===== src/rtl/srs_pkg.sv =====
package srs_pkg;
  typedef enum logic [2:0] {
    SQ_REL   = 3'd0,
    SQ_SHIFT = 3'd1,
    SQ_READ  = 3'd2,
    SQ_WALK  = 3'd3,
    SQ_STIM  = 3'd4,
    SQ_CLR   = 3'd5,
    SQ_DONE  = 3'd6
  } seq_state_t;
endpackage


===== src/rtl/srs_conn_store.sv =====
module srs_conn_store #(
  parameter int N_SRC = 8,
  parameter int N_ENT = 32,
  parameter int SYN_W = 6,
  parameter int DLY_W = 2,
  localparam int ENT_W = $clog2(N_ENT),
  localparam int SRC_W = $clog2(N_SRC),
  localparam int CNT_W = $clog2(N_ENT + 1)
) (
  input  logic             clk,
  input  logic             ent_we,
  input  logic [ENT_W-1:0] ent_widx,
  input  logic [SYN_W-1:0] ent_wsyn,
  input  logic [DLY_W-1:0] ent_wdly,
  input  logic             src_we,
  input  logic [SRC_W-1:0] src_widx,
  input  logic [ENT_W-1:0] src_wbase,
  input  logic [CNT_W-1:0] src_wcnt,
  input  logic [ENT_W-1:0] ent_ridx,
  output logic [SYN_W-1:0] ent_rsyn,
  output logic [DLY_W-1:0] ent_rdly,
  input  logic [SRC_W-1:0] src_ridx,
  output logic [ENT_W-1:0] src_rbase,
  output logic [CNT_W-1:0] src_rcnt
);
  logic [SYN_W-1:0] syn_mem  [N_ENT];
  logic [DLY_W-1:0] dly_mem  [N_ENT];
  logic [ENT_W-1:0] base_mem [N_SRC];
  logic [CNT_W-1:0] cnt_mem  [N_SRC];

  always_ff @(posedge clk) begin
    if (ent_we) begin
      syn_mem[ent_widx] <= ent_wsyn;
      dly_mem[ent_widx] <= ent_wdly;
    end
  end

  always_ff @(posedge clk) begin
    if (src_we) begin
      base_mem[src_widx] <= src_wbase;
      cnt_mem[src_widx]  <= src_wcnt;
    end
  end

  assign ent_rsyn  = syn_mem[ent_ridx];
  assign ent_rdly  = dly_mem[ent_ridx];
  assign src_rbase = base_mem[src_ridx];
  assign src_rcnt  = cnt_mem[src_ridx];
endmodule


===== src/rtl/srs_pend_table.sv =====
module srs_pend_table #(
  parameter int N_ENT   = 32,
  parameter int MAX_DLY = 3,
  localparam int ENT_W = $clog2(N_ENT),
  localparam int DLY_W = $clog2(MAX_DLY + 1)
) (
  input  logic             clk,
  input  logic             rst_n,
  input  logic             set_en,
  input  logic [ENT_W-1:0] set_idx,
  input  logic [DLY_W-1:0] set_dly,
  input  logic             shift_en,
  input  logic [ENT_W-1:0] q_idx,
  output logic             due
);
  // pend[e][k] : entry e is to be issued k+1 releases from now
  logic [MAX_DLY-1:0] pend [N_ENT];
  logic [MAX_DLY-1:0] set_mask;

  generate
    for (genvar k = 0; k < MAX_DLY; k++) begin : g_mask
      assign set_mask[k] = (set_dly == DLY_W'(k + 1));
    end
  endgenerate

  always_ff @(posedge clk) begin
    if (!rst_n) begin
      for (int e = 0; e < N_ENT; e++) pend[e] <= '0;
    end else if (shift_en) begin
      for (int e = 0; e < N_ENT; e++) pend[e] <= pend[e] >> 1;
    end else if (set_en) begin
      pend[set_idx] <= pend[set_idx] | set_mask;
    end
  end

  assign due = pend[q_idx][0];

  // a parked activation always carries a delay the table can hold
  a_r5_dly_in_range: assert property (@(posedge clk) disable iff (!rst_n)
    set_en |-> (set_dly != '0) && (int'(set_dly) <= MAX_DLY));

  // parking and aging never collide, so no pending bit is lost
  a_r6_no_set_on_shift: assert property (@(posedge clk) disable iff (!rst_n)
    !(set_en && shift_en));
endmodule


===== src/rtl/srs_pulse_timer.sv =====
module srs_pulse_timer #(
  parameter int PW_W = 4
) (
  input  logic            clk,
  input  logic            rst_n,
  input  logic            run,
  input  logic [PW_W-1:0] len,
  output logic            last
);
  logic [PW_W-1:0] cnt;
  logic [PW_W-1:0] len_eff;

  assign len_eff = (len == '0) ? PW_W'(1) : len;
  assign last    = run && (cnt >= len_eff - PW_W'(1));

  always_ff @(posedge clk) begin
    if (!rst_n)            cnt <= '0;
    else if (!run || last) cnt <= '0;
    else                   cnt <= cnt + PW_W'(1);
  end

  // every pulse starts counting from zero
  a_r7_fresh_count: assert property (@(posedge clk) disable iff (!rst_n)
    $rose(run) |-> (cnt == '0));
endmodule


===== src/rtl/spike_route_seq.sv =====
module spike_route_seq #(
  parameter int N_SRC   = 8,
  parameter int N_ENT   = 32,
  parameter int SYN_W   = 6,
  parameter int MAX_DLY = 3,
  parameter int PW_W    = 4,
  localparam int ENT_W = $clog2(N_ENT),
  localparam int SRC_W = $clog2(N_SRC),
  localparam int CNT_W = $clog2(N_ENT + 1),
  localparam int DLY_W = $clog2(MAX_DLY + 1)
) (
  input  logic             clk,
  input  logic             rst_n,
  input  logic             cfg_ent_we,
  input  logic [ENT_W-1:0] cfg_ent_idx,
  input  logic [SYN_W-1:0] cfg_ent_syn,
  input  logic [DLY_W-1:0] cfg_ent_dly,
  input  logic             cfg_src_we,
  input  logic [SRC_W-1:0] cfg_src_idx,
  input  logic [ENT_W-1:0] cfg_src_base,
  input  logic [CNT_W-1:0] cfg_src_cnt,
  input  logic [PW_W-1:0]  stim_len,
  input  logic [PW_W-1:0]  clr_len,
  output logic             rd_en,
  output logic [SRC_W-1:0] rd_addr,
  input  logic             rd_bit,
  output logic             set_n,
  output logic [SYN_W-1:0] syn_addr,
  output logic             stim_n,
  output logic             clr_n,
  output logic             round_done
);
  import srs_pkg::*;

  seq_state_t st, st_nx;

  logic [ENT_W-1:0] rel_idx, ptr, ent_ridx;
  logic [SRC_W-1:0] src;
  logic [CNT_W-1:0] left;

  logic [SYN_W-1:0] ent_syn;
  logic [DLY_W-1:0] ent_dly, dly_eff;
  logic [ENT_W-1:0] sbase;
  logic [CNT_W-1:0] scnt;
  logic             due, tmr_last, tmr_run;
  logic [PW_W-1:0]  tmr_len;

  logic last_src, last_rel, last_ent, hit, walk_end;
  logic set_req, pend_set, pend_shift;

  // ---------------- storage ----------------
  assign ent_ridx = (st == SQ_REL) ? rel_idx : ptr;

  srs_conn_store #(
    .N_SRC(N_SRC), .N_ENT(N_ENT), .SYN_W(SYN_W), .DLY_W(DLY_W)
  ) u_store (
    .clk       (clk),
    .ent_we    (cfg_ent_we),
    .ent_widx  (cfg_ent_idx),
    .ent_wsyn  (cfg_ent_syn),
    .ent_wdly  (cfg_ent_dly),
    .src_we    (cfg_src_we),
    .src_widx  (cfg_src_idx),
    .src_wbase (cfg_src_base),
    .src_wcnt  (cfg_src_cnt),
    .ent_ridx  (ent_ridx),
    .ent_rsyn  (ent_syn),
    .ent_rdly  (ent_dly),
    .src_ridx  (src),
    .src_rbase (sbase),
    .src_rcnt  (scnt)
  );

  assign dly_eff = (int'(ent_dly) > MAX_DLY) ? DLY_W'(MAX_DLY) : ent_dly;

  srs_pend_table #(
    .N_ENT(N_ENT), .MAX_DLY(MAX_DLY)
  ) u_pend (
    .clk      (clk),
    .rst_n    (rst_n),
    .set_en   (pend_set),
    .set_idx  (ptr),
    .set_dly  (dly_eff),
    .shift_en (pend_shift),
    .q_idx    (rel_idx),
    .due      (due)
  );

  assign tmr_run = (st == SQ_STIM) || (st == SQ_CLR);
  assign tmr_len = (st == SQ_STIM) ? stim_len : clr_len;

  srs_pulse_timer #(.PW_W(PW_W)) u_tmr (
    .clk   (clk),
    .rst_n (rst_n),
    .run   (tmr_run),
    .len   (tmr_len),
    .last  (tmr_last)
  );

  // ---------------- control ----------------
  assign last_src = (src == SRC_W'(N_SRC - 1));
  assign last_rel = (rel_idx == ENT_W'(N_ENT - 1));
  assign last_ent = (ptr == ENT_W'(N_ENT - 1));
  assign hit      = rd_bit && (scnt != '0);
  assign walk_end = (left == CNT_W'(1));

  assign rd_en   = (st == SQ_READ);
  assign rd_addr = src;

  always_comb begin
    set_req    = 1'b0;
    pend_set   = 1'b0;
    pend_shift = 1'b0;
    case (st)
      SQ_REL:   set_req    = due;
      SQ_SHIFT: pend_shift = 1'b1;
      SQ_WALK: begin
        set_req  = (dly_eff == '0);
        pend_set = (dly_eff != '0);
      end
      default: ;
    endcase
  end

  always_comb begin
    st_nx = st;
    case (st)
      SQ_REL:   if (last_rel) st_nx = SQ_SHIFT;
      SQ_SHIFT: st_nx = SQ_READ;
      SQ_READ: begin
        if (hit)           st_nx = SQ_WALK;
        else if (last_src) st_nx = SQ_STIM;
      end
      SQ_WALK: begin
        if (walk_end) st_nx = last_src ? SQ_STIM : SQ_READ;
      end
      SQ_STIM:  if (tmr_last) st_nx = SQ_CLR;
      SQ_CLR:   if (tmr_last) st_nx = SQ_DONE;
      SQ_DONE:  st_nx = SQ_REL;
      default:  st_nx = SQ_REL;
    endcase
  end

  always_ff @(posedge clk) begin
    if (!rst_n) begin
      st      <= SQ_REL;
      rel_idx <= '0;
      src     <= '0;
      ptr     <= '0;
      left    <= '0;
    end else begin
      st <= st_nx;
      case (st)
        SQ_REL:   rel_idx <= last_rel ? '0 : rel_idx + ENT_W'(1);
        SQ_SHIFT: src <= '0;
        SQ_READ: begin
          if (hit) begin
            ptr  <= sbase;
            left <= scnt;
          end else if (!last_src) begin
            src <= src + SRC_W'(1);
          end
        end
        SQ_WALK: begin
          ptr  <= last_ent ? '0 : ptr + ENT_W'(1);
          left <= left - CNT_W'(1);
          if (walk_end && !last_src) src <= src + SRC_W'(1);
        end
        SQ_DONE: rel_idx <= '0;
        default: ;
      endcase
    end
  end

  // ---------------- registered strobes ----------------
  always_ff @(posedge clk) begin
    if (!rst_n) begin
      set_n      <= 1'b1;
      syn_addr   <= '0;
      stim_n     <= 1'b1;
      clr_n      <= 1'b1;
      round_done <= 1'b0;
    end else begin
      set_n      <= !set_req;
      syn_addr   <= set_req ? ent_syn : syn_addr;
      stim_n     <= !(st == SQ_STIM);
      clr_n      <= !(st == SQ_CLR);
      round_done <= (st == SQ_DONE);
    end
  end

  // ---------------- assertions ----------------
  // global pulses never overlap
  a_r7_no_overlap: assert property (@(posedge clk) disable iff (!rst_n)
    !(!stim_n && !clr_n));

  // no activation strobe inside a global pulse
  a_r7_no_set_in_pulse: assert property (@(posedge clk) disable iff (!rst_n)
    !set_n |-> (stim_n && clr_n));

  // clear starts in the cycle stimulate ends
  a_r7_clr_after_stim: assert property (@(posedge clk) disable iff (!rst_n)
    $rose(stim_n) |-> !clr_n);

  // round flag follows clear at once
  a_r8_done_after_clr: assert property (@(posedge clk) disable iff (!rst_n)
    $rose(clr_n) |-> round_done);

  // round flag is a single cycle
  a_r8_done_single: assert property (@(posedge clk) disable iff (!rst_n)
    round_done |=> !round_done);

  // reads happen only outside the global pulses
  a_r2_read_quiet: assert property (@(posedge clk) disable iff (!rst_n)
    rd_en |-> (stim_n && clr_n));

  // a read step itself never produces a strobe
  a_r4_read_no_set: assert property (@(posedge clk) disable iff (!rst_n)
    (st == SQ_READ) |=> set_n);

  // a table walk always has entries left to visit
  a_r3_walk_nonempty: assert property (@(posedge clk) disable iff (!rst_n)
    (st == SQ_WALK) |-> (left != '0));
endmodule


===== config.mk =====
export PLATFORM = sky130hd
export DESIGN_NAME = spike_route_seq
export DESIGN_NICKNAME = d
export VERILOG_FILES = /design/src/rtl/srs_pkg.sv /design/src/rtl/srs_conn_store.sv /design/src/rtl/srs_pend_table.sv /design/src/rtl/srs_pulse_timer.sv /design/src/rtl/spike_route_seq.sv
export SDC_FILE = /design/constraint.sdc
export NUM_CORES = 1
export LEC_CHECK = 0
export BUFFER_PORTS_ARGS = -buffer_cell sky130_fd_sc_hd__buf_2
export CORE_MARGIN = 4
export CORE_UTILIZATION = 28
export DETAILED_ROUTE_END_ITERATION = 10
export GPL_ROUTABILITY_DRIVEN = 1
export HOLD_SLACK_MARGIN = 0.06
export PLACE_DENSITY = 0.5
export SYNTH_ARGS = -nofsm -noshare
export SYNTH_HDL_FRONTEND = slang
export SYNTH_HIERARCHICAL = 1
export SYNTH_SLANG_ARGS = --single-unit

===== constraint.sdc =====
create_clock -name clk -period 4.35 [get_ports clk]
set_input_delay 1.305 -clock clk [delete_from_list [all_inputs] [get_ports clk]]
set_output_delay 1.305 -clock clk [all_outputs]
set_load 0.03 [all_outputs]

Yosys cells after proc, flatten, opt, wreduce, memory -nomap -nowiden
Memories as Yosys holds them, arrays and structs flattened. A register that Yosys moved wholly into a read port is not among the register bits.
Index checks and enable logic that the tools add are counted.
{ "op_classes": {"add_sub_neg": 6, "eq_ne": 22, "reduce_logical": 24, "bitwise": 34, "muxes": 80, "n_lt_le_gt_ge": 1} }
{ "op_table": {"columns": ["cell", "n"], "rows": [
  ["$mux 3", 47],
  ["$mux 5", 9],
  ["$or 1x1->1", 32],
  ["$pmux 5 s2", 2],
  ["$pmux 3 s6", 1],
  ["$mux 1", 15],
  ["$eq 3x3->1 const B", 4],
  ["$pmux 6 s2", 1],
  ["$add 5x1->5 const B", 2],
  ["$eq 5x5->1 const B", 2],
  ["$ne 2x2->1 const B", 5],
  ["$pmux 3 s3", 1],
  ["$mux 4", 2],
  ["$eq 3x2->1 const B", 2],
  ["$eq 6x1->1 const B", 1],
  ["$logic_not 1->1", 6],
  ["$mux 6", 1],
  ["$ne 2x1->1 const B", 3],
  ["$reduce_bool 2->1", 3],
  ["$reduce_bool 6->1", 1],
  ["$sub 6x1->6 const B", 1],
  ["$reduce_and 5->1", 1],
  ["$add 4x1->4 const B", 1],
  ["$eq 2x2->1 const B", 2],
  ["19 further kinds", 22]
]} }
{ "word_totals": {"ramBits": 440, "wordCells": 182, "reg_bits": 30, "n_memories": 5, "input_bits": 40} }
{ "mem_list": {"columns": ["name", "depth", "width", "rd", "rd_ports_with_merged_regs", "write_ports", "line", "rtl"], "rows": [
  ["u_store.syn_mem", 32, 6, 1, 1, 1, "srs_conn_store.sv:26", "logic [SYN_W-1:0] syn_mem [N_ENT];"],
  ["u_pend.pend", 32, 3, 34, 2, 32, "srs_pend_table.sv:17", "logic [MAX_DLY-1:0] pend [N_ENT];"],
  ["u_store.dly_mem", 32, 2, 1, 0, 1, "srs_conn_store.sv:27", "logic [DLY_W-1:0] dly_mem [N_ENT];"],
  ["u_store.cnt_mem", 8, 6, 1, 1, 1, "srs_conn_store.sv:29", "logic [CNT_W-1:0] cnt_mem [N_SRC];"],
  ["u_store.base_mem", 8, 5, 1, 1, 1, "srs_conn_store.sv:28", "logic [ENT_W-1:0] base_mem [N_SRC];"]
]} }

Depth between registers and ports, before layout
Gate-level depths: netlist of run 1.
An unclocked memory read counts as a cell.
{ "depth": {"ltp_word": 11, "mapped_depth": 16} }

Modules after synthesis
The synthesis of run 1 kept the hierarchy.
{ "by_module_without_submodules": {"columns": ["module", "seq_area_each_um2", "cells_each", "instances", "area_per_inst_um2"], "rows": [
  ["srs_conn_store", 10329.9, 549, 1, 13233.9],
  ["srs_pend_table", 2882.8, 477, 1, 5408.9],
  ["spike_route_seq", 640.6, 215, 1, 1903.1],
  ["srs_pulse_timer", 80.1, 30, 1, 264.0]
]} }

Worst setup path after synthesis of run 1
OpenSTA, ideal clock, no wires.
{ "synth_timing": {"kind": "register -> register", "startpoint": "register st[1]", "endpoint": "memory u_pend.pend[22][1], data pin", "setup_slack_ps": 271, "t_arrival_ps": 3815, "stages_incl_launch_ff": 17, "cell_sequence": "dfxtp_1 buf_2 nor3_2 mux2_2 clkbuf_1 clkbuf_1 mux4_2 mux4_2 mux2_2 nor2_1 nor2_1 nand3b_1 or3_1 clkbuf_1 nor2_1 o21ai_0 o21ai_0"} }
{ "synth_rtl": {"columns": ["item", "line", "rtl"], "rows": [
  ["from (decl)", "spike_route_seq.sv:35", "seq_state_t st, st_nx;"],
  ["from (signal assigned)", "spike_route_seq.sv:152", "st <= st_nx;"],
  ["to (decl)", "srs_pend_table.sv:17", null]
]} }

==> metrics.log, run 1 <==
[metrics] outcome: finished, final reports clean
[metrics] Netlist cell types: 76
[metrics] startpoint-to-endpoint class of the critical path: reg2reg
[metrics] level count of the clock H-tree: 2
[metrics] # nets final: 1422
[metrics] Crit Path Max Fanout: 10
[metrics] final period demand of the worst path: 3990 ps
[metrics] total power density per cell area: 547 nW/um2
[metrics] setup TNS: 0 ps
[metrics] fill cell instance count of the final layout: 7113
[metrics] Detail Route Antenna Nets: 0
[metrics] part of the Yosys area used for sequential elements: 67.0%
[metrics] total congestion overflow: 0
[metrics] fraction of final layout cells sized beyond drive strength 1: 26.4%
[metrics] clk_lat worst skew: 590 ps
[metrics] leading cell type in the layout, fill and taps excluded: sky130_fd_sc_hd__edfxtp_1
[metrics] Max Transition Viols Final: 0
[metrics] Core Util, Final: 32.6%
[metrics] Fin Clk Skew: 23.6 ps
[metrics] initial antenna violation count: 1
[metrics] total number of placement rows: 99
[metrics] pin count of the biggest net entering global routing: 47
[metrics] HPWL after detailed placement: 32500 um
[metrics] capturing point of the worst reg2reg path: u_pend/pend[28][0]
[metrics] drc violations: 0
[metrics] Via density: 4.97
[metrics] number of cells on the worst hold path: 2
[metrics] final-report hold violation count: 0
[metrics] number of endpoints failing setup at the final stage: 0
[metrics] Worst Setup SP: st[2]
[metrics] x dimension of the die: 281 um
[metrics] Vias: 11800
[metrics] total die area: 78700 um2
[metrics] max capacitance violation total: 0
[metrics] Syn-to-layout area delta: 14.8%
[metrics] buffer depth of the longest clock path: 3
[metrics] CTS tree: done
[metrics] total power: 0.0131 W
[metrics] CP Capture Point: u_pend/pend[28][0]
[metrics] Worst Tran Pin Value: 1120 ps
[metrics] Worst VDD drop: 355 uV
[metrics] area of the placeable core: 73300 um2
[metrics] post-synthesis average cell area: 16.4 um2
[metrics] number of antenna diodes: 0
[metrics] leakage power: 7.64 nW
[metrics] reg2reg start: st[2]
[metrics] TritonCTS Sinks: 476
[metrics] count of warnings emitted by yosys: 6
[metrics] unrepaired setup endpoints after global routing: no
[metrics] clock root buffer: sky130_fd_sc_hd__clkbuf_16
[metrics] number of search-and-repair iterations in the first detailed-routing pass: 5
[metrics] FMAX: 251 MHz
[metrics] register clock-pin slew on the reported worst setup and hold paths: 50 ps
[metrics] # hold bufs at CTS: 0
[metrics] cell depth of the worst flop-to-flop path: 13
[metrics] number of enable flip-flop cells after synthesis: 440
[metrics] overall die height: 281 um
[metrics] Post-synth top flop: sky130_fd_sc_hd__edfxtp_1
[metrics] FF+latch area: 13900 um2
[metrics] maximum single-stage delay on the critical path: 490 ps
[metrics] headroom to the max-slew limit: 24.9%
[metrics] data required time at the worst endpoint: 4650 ps
[metrics] wire length of the first global-routing pass: 77300 um
[metrics] R2R setup slack: 360 ps
[metrics] DR WL/cell: 21.5 um
[metrics] overall fraction of global-route tracks in use: 12.9%
[metrics] synthesized cell area: 20800 um2
[metrics] Async SR Flop Fraction: 0%
[metrics] DRC violation total after the first TritonRoute iteration: 1010
[metrics] routability congestion estimate from global placement: 0.812
[metrics] effective utilization at floorplan: 28.4%
[metrics] worst path arrival time: 4290 ps
[metrics] Routed WL: 50900 um
[metrics] number of standard cells after synthesis: 1271
[metrics] total nets after synthesis: 1323
[metrics] worst-path cell with the longest stage delay: sky130_fd_sc_hd__mux4_2
[metrics] crit path cell chain: nor3_4 -> buf_12 -> mux2_4 -> mux4_2 -> mux4_2 -> mux2_2 -> nor2_1 -> nor2_1 -> nand3b_1 -> nor3_1 -> buf_4 -> nand2_1 -> nand2_1
[metrics] final clock period utilization by the worst path: 91.7%
[metrics] TritonCTS buffer count: 51
[metrics] launching element type of the critical path: register
[metrics] number of storage elements in the synthesis netlist: 476
[metrics] count of buffers from port buffering: 53
[metrics] Worst Hold Class: reg2reg
[metrics] vias in the first global route: 11900
[metrics] Multi-input gate area: 6450 um2
[metrics] ports placed on the boundary: 54
[metrics] endpoint type of the worst setup path: register
[metrics] commonest cells after routing, fill and taps aside: sky130_fd_sc_hd__edfxtp_1, sky130_fd_sc_hd__nand2_1, sky130_fd_sc_hd__mux4_2
## metal layers
metal	global-route usage (%)	share of wire [%]	routed length (um)	vias to the layer above
met5	0	0.022	11	-
met4	3.56	2.1	1090	2
met3	2.49	5.6	2840	76
met2	20.0	46	23300	322
met1	18.6	46	23600	6121
li1	-	-	-	5240
## flip-flops by register name, indices dropped and copies added, names as in the netlist, 3 cells and up
signal,flops
left,6
ptr,5
rd_addr,3
rel_idx,5
st,3
syn_addr,6
u_pend/pend,96
u_store/base_mem,40
u_store/cnt_mem,48
u_store/dly_mem,64
u_store/syn_mem,192
u_tmr/cnt,4
## logic make-up (layout without fill, tap and decap cells)
group           after synthesis  count (layout)  synth area share, %
compound gates              147             147                 4.64
flops                       476             476                 67.0
simple gates                354             354                 8.10
buf+inv                      81             215                 2.27
fa+ha+maj                    12              12                0.721
mux                         198             199                 17.2
xor+xnor                      3               3                0.126
## worst min-delay path by stage
stage | from | to | slack, ps
floorplan | left[1] | left[1] | 450
global placement | left[1] | left[1] | 480
detailed placement | left[1] | left[1] | 480
CTS | left[1] | left[1] | 490
global route | left[1] | left[1] | 520
finish | left[1] | left[1] | 500
## layout make-up
cell class              count  area share [%]
flip-flops and latches    476            58.4
multi-input cells         715            27.0
clock buffers              68            5.70
well taps                 959            5.02
repair buffers            116            3.20
clock inverters            21           0.566
inverters                  10           0.157
## stage by stage
step	cells	setup WS [ps]	cell area [um2]	hold slack, ps
2_1_floorplan	1271	271	20800	455
3_3_place_gp	2274	216	22300	480
3_5_place_dp	2274	96.0	22300	479
4_1_cts	2363	84.1	23800	487
5_1_grt	2365	170	23900	521
6_report	2365	360	23900	497
## cells in the mapped netlist, types with 4 or more instances
cell type	n	area share [%]
sky130_fd_sc_hd__nand2_1	129	2.3
sky130_fd_sc_hd__or3_1	10	0.30
sky130_fd_sc_hd__mux2_2	36	1.9
sky130_fd_sc_hd__o21ai_0	52	1.3
sky130_fd_sc_hd__edfxtp_1	440	63
sky130_fd_sc_hd__buf_2	10	0.24
sky130_fd_sc_hd__nand3_1	26	0.63
sky130_fd_sc_hd__buf_4	10	0.36
sky130_fd_sc_hd__mux2i_1	39	1.9
sky130_fd_sc_hd__inv_1	10	0.18
sky130_fd_sc_hd__dfxtp_1	36	3.5
sky130_fd_sc_hd__clkbuf_8	4	0.26
sky130_fd_sc_hd__nor3_1	24	0.58
sky130_fd_sc_hd__buf_6	6	0.32
sky130_fd_sc_hd__a22o_1	5	0.21
sky130_fd_sc_hd__nor3b_1	5	0.18
sky130_fd_sc_hd__o21ai_2	8	0.34
sky130_fd_sc_hd__o21ai_1	17	0.41
sky130_fd_sc_hd__a22oi_1	4	0.14
sky130_fd_sc_hd__ha_1	12	0.72
sky130_fd_sc_hd__mux4_2	120	13
sky130_fd_sc_hd__clkbuf_1	30	0.54
sky130_fd_sc_hd__o22ai_1	7	0.21
sky130_fd_sc_hd__nand2b_1	8	0.24
sky130_fd_sc_hd__nor2_1	102	1.8
sky130_fd_sc_hd__a211oi_1	4	0.14
sky130_fd_sc_hd__nand3b_1	12	0.43
sky130_fd_sc_hd__a21oi_1	20	0.48
sky130_fd_sc_hd__buf_1	8	0.14
## worst max-delay path, delay by kind of cell, from the launching register on
family,cells,cell delay (ps)
multiplexers,4,1690
buffers and inverters,2,380
flip-flops,1,340
AND/OR/NAND/NOR,7,1280
## report_power, final
group | internal, W | switching [W]
Clock | 0.00224 | 0.00173
Combinational | 0.00148 | 0.00201
Sequential | 0.00539 | 0.000215
## repair_timing
action | 4_1_cts | 5_1_grt
resized for setup | 0 | 4
setup endpoints to repair | 0 | 73
setup buffers | 0 | 1
hold endpoints to repair | 0 | 0
(Power assumes the default switching activity.)
==> run 2: changes to the inputs <==
--- a/config.mk
+++ b/config.mk
@@ -5,13 +5,13 @@
 export SDC_FILE = /design/constraint.sdc
 export NUM_CORES = 1
 export LEC_CHECK = 0
-export BUFFER_PORTS_ARGS = -buffer_cell sky130_fd_sc_hd__buf_2
+export BUFFER_PORTS_ARGS = -buffer_cell sky130_fd_sc_hd__buf_4
 export CORE_MARGIN = 4
-export CORE_UTILIZATION = 28
+export CORE_UTILIZATION = 29
 export DETAILED_ROUTE_END_ITERATION = 10
 export GPL_ROUTABILITY_DRIVEN = 1
 export HOLD_SLACK_MARGIN = 0.06
-export PLACE_DENSITY = 0.5
+export PLACE_DENSITY = 0.51
 export SYNTH_ARGS = -nofsm -noshare
 export SYNTH_HDL_FRONTEND = slang
 export SYNTH_HIERARCHICAL = 1
==> metrics.log, run 2 (synthesis gave the netlist of run 1 again) <==
[metrics] Max Transition Viols Final: 0 (unchanged)
[metrics] DRC violation total after the first TritonRoute iteration: 966 (-4.4%)
[metrics] DR WL/cell: 21.2 um (-1.6%)
[metrics] endpoint type of the worst setup path: register
[metrics] clk_lat worst skew: 590 ps (about the same)
[metrics] crit path cell chain: nor3_2 -> mux2_4 -> buf_4 -> mux4_2 -> mux4_2 -> mux2_2 -> nor2_1 -> nor2_1 -> nand3b_1 -> nor3_1 -> buf_4 -> nand2_1 -> nand2_1
[metrics] cell area after placement: 22300 um2 (-0.22%)
[metrics] power share of the sequential group: 41.8% (-1.1 points)
[metrics] Syn-to-layout area delta: 15.4%
[metrics] Worst Tran Pin Value: 1110 ps (-16.7 ps)
[metrics] FMAX: 244 MHz (-2.7%)
[metrics] total congestion overflow: 0 (unchanged)
[metrics] routability congestion estimate from global placement: 0.795 (-2.1%)
[metrics] number of endpoints failing setup at the final stage: 0 (unchanged)
[metrics] # hold bufs at CTS: 0 (unchanged)
[metrics] switching share of power: 29.7% (-0.58 points)
[metrics] Largest regs: u_store/syn_mem (192), u_pend/pend (96), u_store/dly_mem (64)
[metrics] top register by number of flip-flops: u_store/syn_mem
[metrics] Crit Path Max Fanout: 8 (-2)
[metrics] pin count of the biggest net entering global routing: 47 (unchanged)
[metrics] count of buffers from port buffering: 53 (unchanged)
[metrics] number of antenna diodes: 0 (unchanged)
[metrics] overall fraction of global-route tracks in use: 12.9% (+0.049 points)
[metrics] total number of placement rows: 97 (-2.0%)
[metrics] startpoint-to-endpoint class of the critical path: reg2reg
[metrics] max capacitance violation total: 0 (unchanged)
[metrics] leakage power: 7.66 nW (+0.36%)
[metrics] register clock-pin slew on the reported worst setup and hold paths: 60 ps (about the same)
[metrics] Routed WL: 49400 um (-2.9%)
[metrics] wire length of the first global-routing pass: 75100 um (-2.9%)
[metrics] Via density: 5.03 (+1.2%)
[metrics] commonest cells after routing, fill and taps aside: sky130_fd_sc_hd__edfxtp_1, sky130_fd_sc_hd__nand2_1, sky130_fd_sc_hd__mux4_2
[metrics] count of buffer and inverter cells on the critical path: 2 (unchanged)
[metrics] Worst Hold Class: reg2reg
[metrics] x dimension of the die: 276 um (-1.7%)
[metrics] setup TNS: 0 ps (unchanged)
[metrics] leading cell type in the layout, fill and taps excluded: sky130_fd_sc_hd__edfxtp_1
[metrics] launching element type of the critical path: register
[metrics] number of search-and-repair iterations in the first detailed-routing pass: 5 (unchanged)
[metrics] number of flip-flops under the largest register name: 192 (unchanged)
[metrics] FF+latch area: 13900 um2 (unchanged)
[metrics] fill cell instance count of the final layout: 6811 (-4.2%)
[metrics] CTS tree: done
[metrics] clock root buffer: sky130_fd_sc_hd__clkbuf_16
[metrics] outcome: finished, final reports clean
[metrics] worst path arrival time: 4400 ps (+110 ps)
[metrics] final-report hold violation count: 0 (unchanged)
[metrics] clock share of power: 32.1% (+1.7 points)
[metrics] Vias: 11700 (-0.11%)
[metrics] Multi-input gate area: 6420 um2 (-0.39%)
[metrics] # nets final: 1406 (-1.1%)
[metrics] TritonCTS Sinks: 476 (unchanged)
[metrics] TritonCTS buffer count: 50 (-2.0%)
[metrics] post-route cell area: 24000 um2 (+0.53%)
[metrics] Comb power frac: 26.1% (-0.6 points)
[metrics] final clock period utilization by the worst path: 94.3% (+2.6 points)
[metrics] vias in the first global route: 11900 (-0.42%)
[metrics] maximum single-stage delay on the critical path: 480 ps (about the same)
[metrics] total die area: 76100 um2 (-3.4%)
[metrics] Fin Clk Skew: 20.1 ps (-3.45 ps)
[metrics] buffer depth of the longest clock path: 3 (unchanged)
[metrics] effective utilization at floorplan: 29.5% (+1.1 points)
[metrics] initial antenna violation count: 0 (-1)
[metrics] fraction of final layout cells sized beyond drive strength 1: 26.4% (about the same)
[metrics] cell internal pwr: 0.00941 W (+3.3%)
[metrics] Top Family by Delay on Critical Path: multiplexers
[metrics] area of the placeable core: 70600 um2 (-3.7%)
[metrics] HPWL after detailed placement: 31800 um (-2.2%)
[metrics] data required time at the worst endpoint: 4650 ps (about the same)
[metrics] Detail Route Antenna Nets: 0 (unchanged)
[metrics] Worst VDD drop: 447 uV (+26%)
[metrics] total power density per cell area: 557 nW/um2 (+2.0%)
[metrics] headroom to the max-slew limit: 26.1% (+1.1 points)
[metrics] switching component of the power: 0.00397 W (+0.53%)
[metrics] final period demand of the worst path: 4100 ps (+113 ps)
[metrics] ports placed on the boundary: 54 (unchanged)
[metrics] drc violations: 0 (unchanged)
[metrics] unrepaired setup endpoints after global routing: no
[metrics] worst-path cell with the longest stage delay: sky130_fd_sc_hd__mux4_2
[metrics] level count of the clock H-tree: 2 (unchanged)
[metrics] overall die height: 276 um (-1.7%)
-- run 2: cell types whose count changed in the layout (fill, tap and decap cells not counted), moves of 2 or more --
cell,delta
sky130_fd_sc_hd__clkinv_2,+6
sky130_fd_sc_hd__mux2_4,-2
sky130_fd_sc_hd__buf_2,-53
sky130_fd_sc_hd__clkbuf_1,-9
sky130_fd_sc_hd__buf_4,+39
sky130_fd_sc_hd__bufinv_16,+5
-- run 2: what timing repair did --
action / CTS / global route
buffers inserted: 0 / 8
resized for setup: 0 / 1
endpoints found under the setup margin: 0 / 21
-- run 2: stage by stage --
stage | instances | util, % | hold slack, ps | worst slack, ps | power [W]
2_1_floorplan | 1271 | - | 455 | 271 | 0.00809
3_3_place_gp | 2234 | 31.6 | 473 | 316 | 0.00910
3_5_place_dp | 2234 | 31.6 | 487 | 217 | 0.00913
4_1_cts | 2327 | 33.9 | 495 | 177 | 0.0135
5_1_grt | 2335 | 34.0 | 524 | 68.1 | 0.0140
6_report | 2335 | 34.0 | 502 | 247 | 0.0134
-- run 2: worst min-delay path, stage by stage, from the launching register on --
cell	delay [ps]
sky130_fd_sc_hd__dfxtp_1	340
sky130_fd_sc_hd__nand2_1	70
sky130_fd_sc_hd__a21oi_1	50
-- run 2: final cells by class --
class / instances / area share [%]
Timing Repair Buffer: 102 / 3.29
Clock buffer: 58 / 5.42
Clock inverter: 35 / 1.42
Inverter: 10 / 0.156
Multi-Input combinational cell: 714 / 26.8
Sequential cell: 476 / 58.0
Tap cell: 940 / 4.90
-- run 2: final timing paths --
| check | start | slack, ps | cells after the start | endpoint |
|---|---|---|---|---|
| setup / recovery | st[1] | 250 | 13 | u_pend/pend[28][1] |
| hold / removal | left[1] | 500 | 2 | left[1] |
| setup reg to reg | st[1] | 250 | 13 | u_pend/pend[28][1] |
| hold reg to reg | left[1] | 500 | 2 | left[1] |
-- run 2: layer usage --
| metal | up-vias | GRT usage [%] | wire, um |
|---|---|---|---|
| li1 | 5222 | - | - |
| met2 | 363 | 20.2 | 22900 |
| met5 | - | 0 | 0 |
| met4 | 0 | 3.23 | 913 |
| met3 | 60 | 2.20 | 2910 |
| met1 | 6103 | 18.9 | 22700 |
-- run 2: power by group through the flow --
stage / registers, W / logic (W) / clock network (W)
floorplan: 0.00566 / 0.00244 / 0
global placement: 0.00568 / 0.00342 / 0
detailed placement: 0.00569 / 0.00343 / 0
CTS: 0.00560 / 0.00345 / 0.00443
global route: 0.00563 / 0.00375 / 0.00462
finish: 0.00560 / 0.00349 / 0.00430
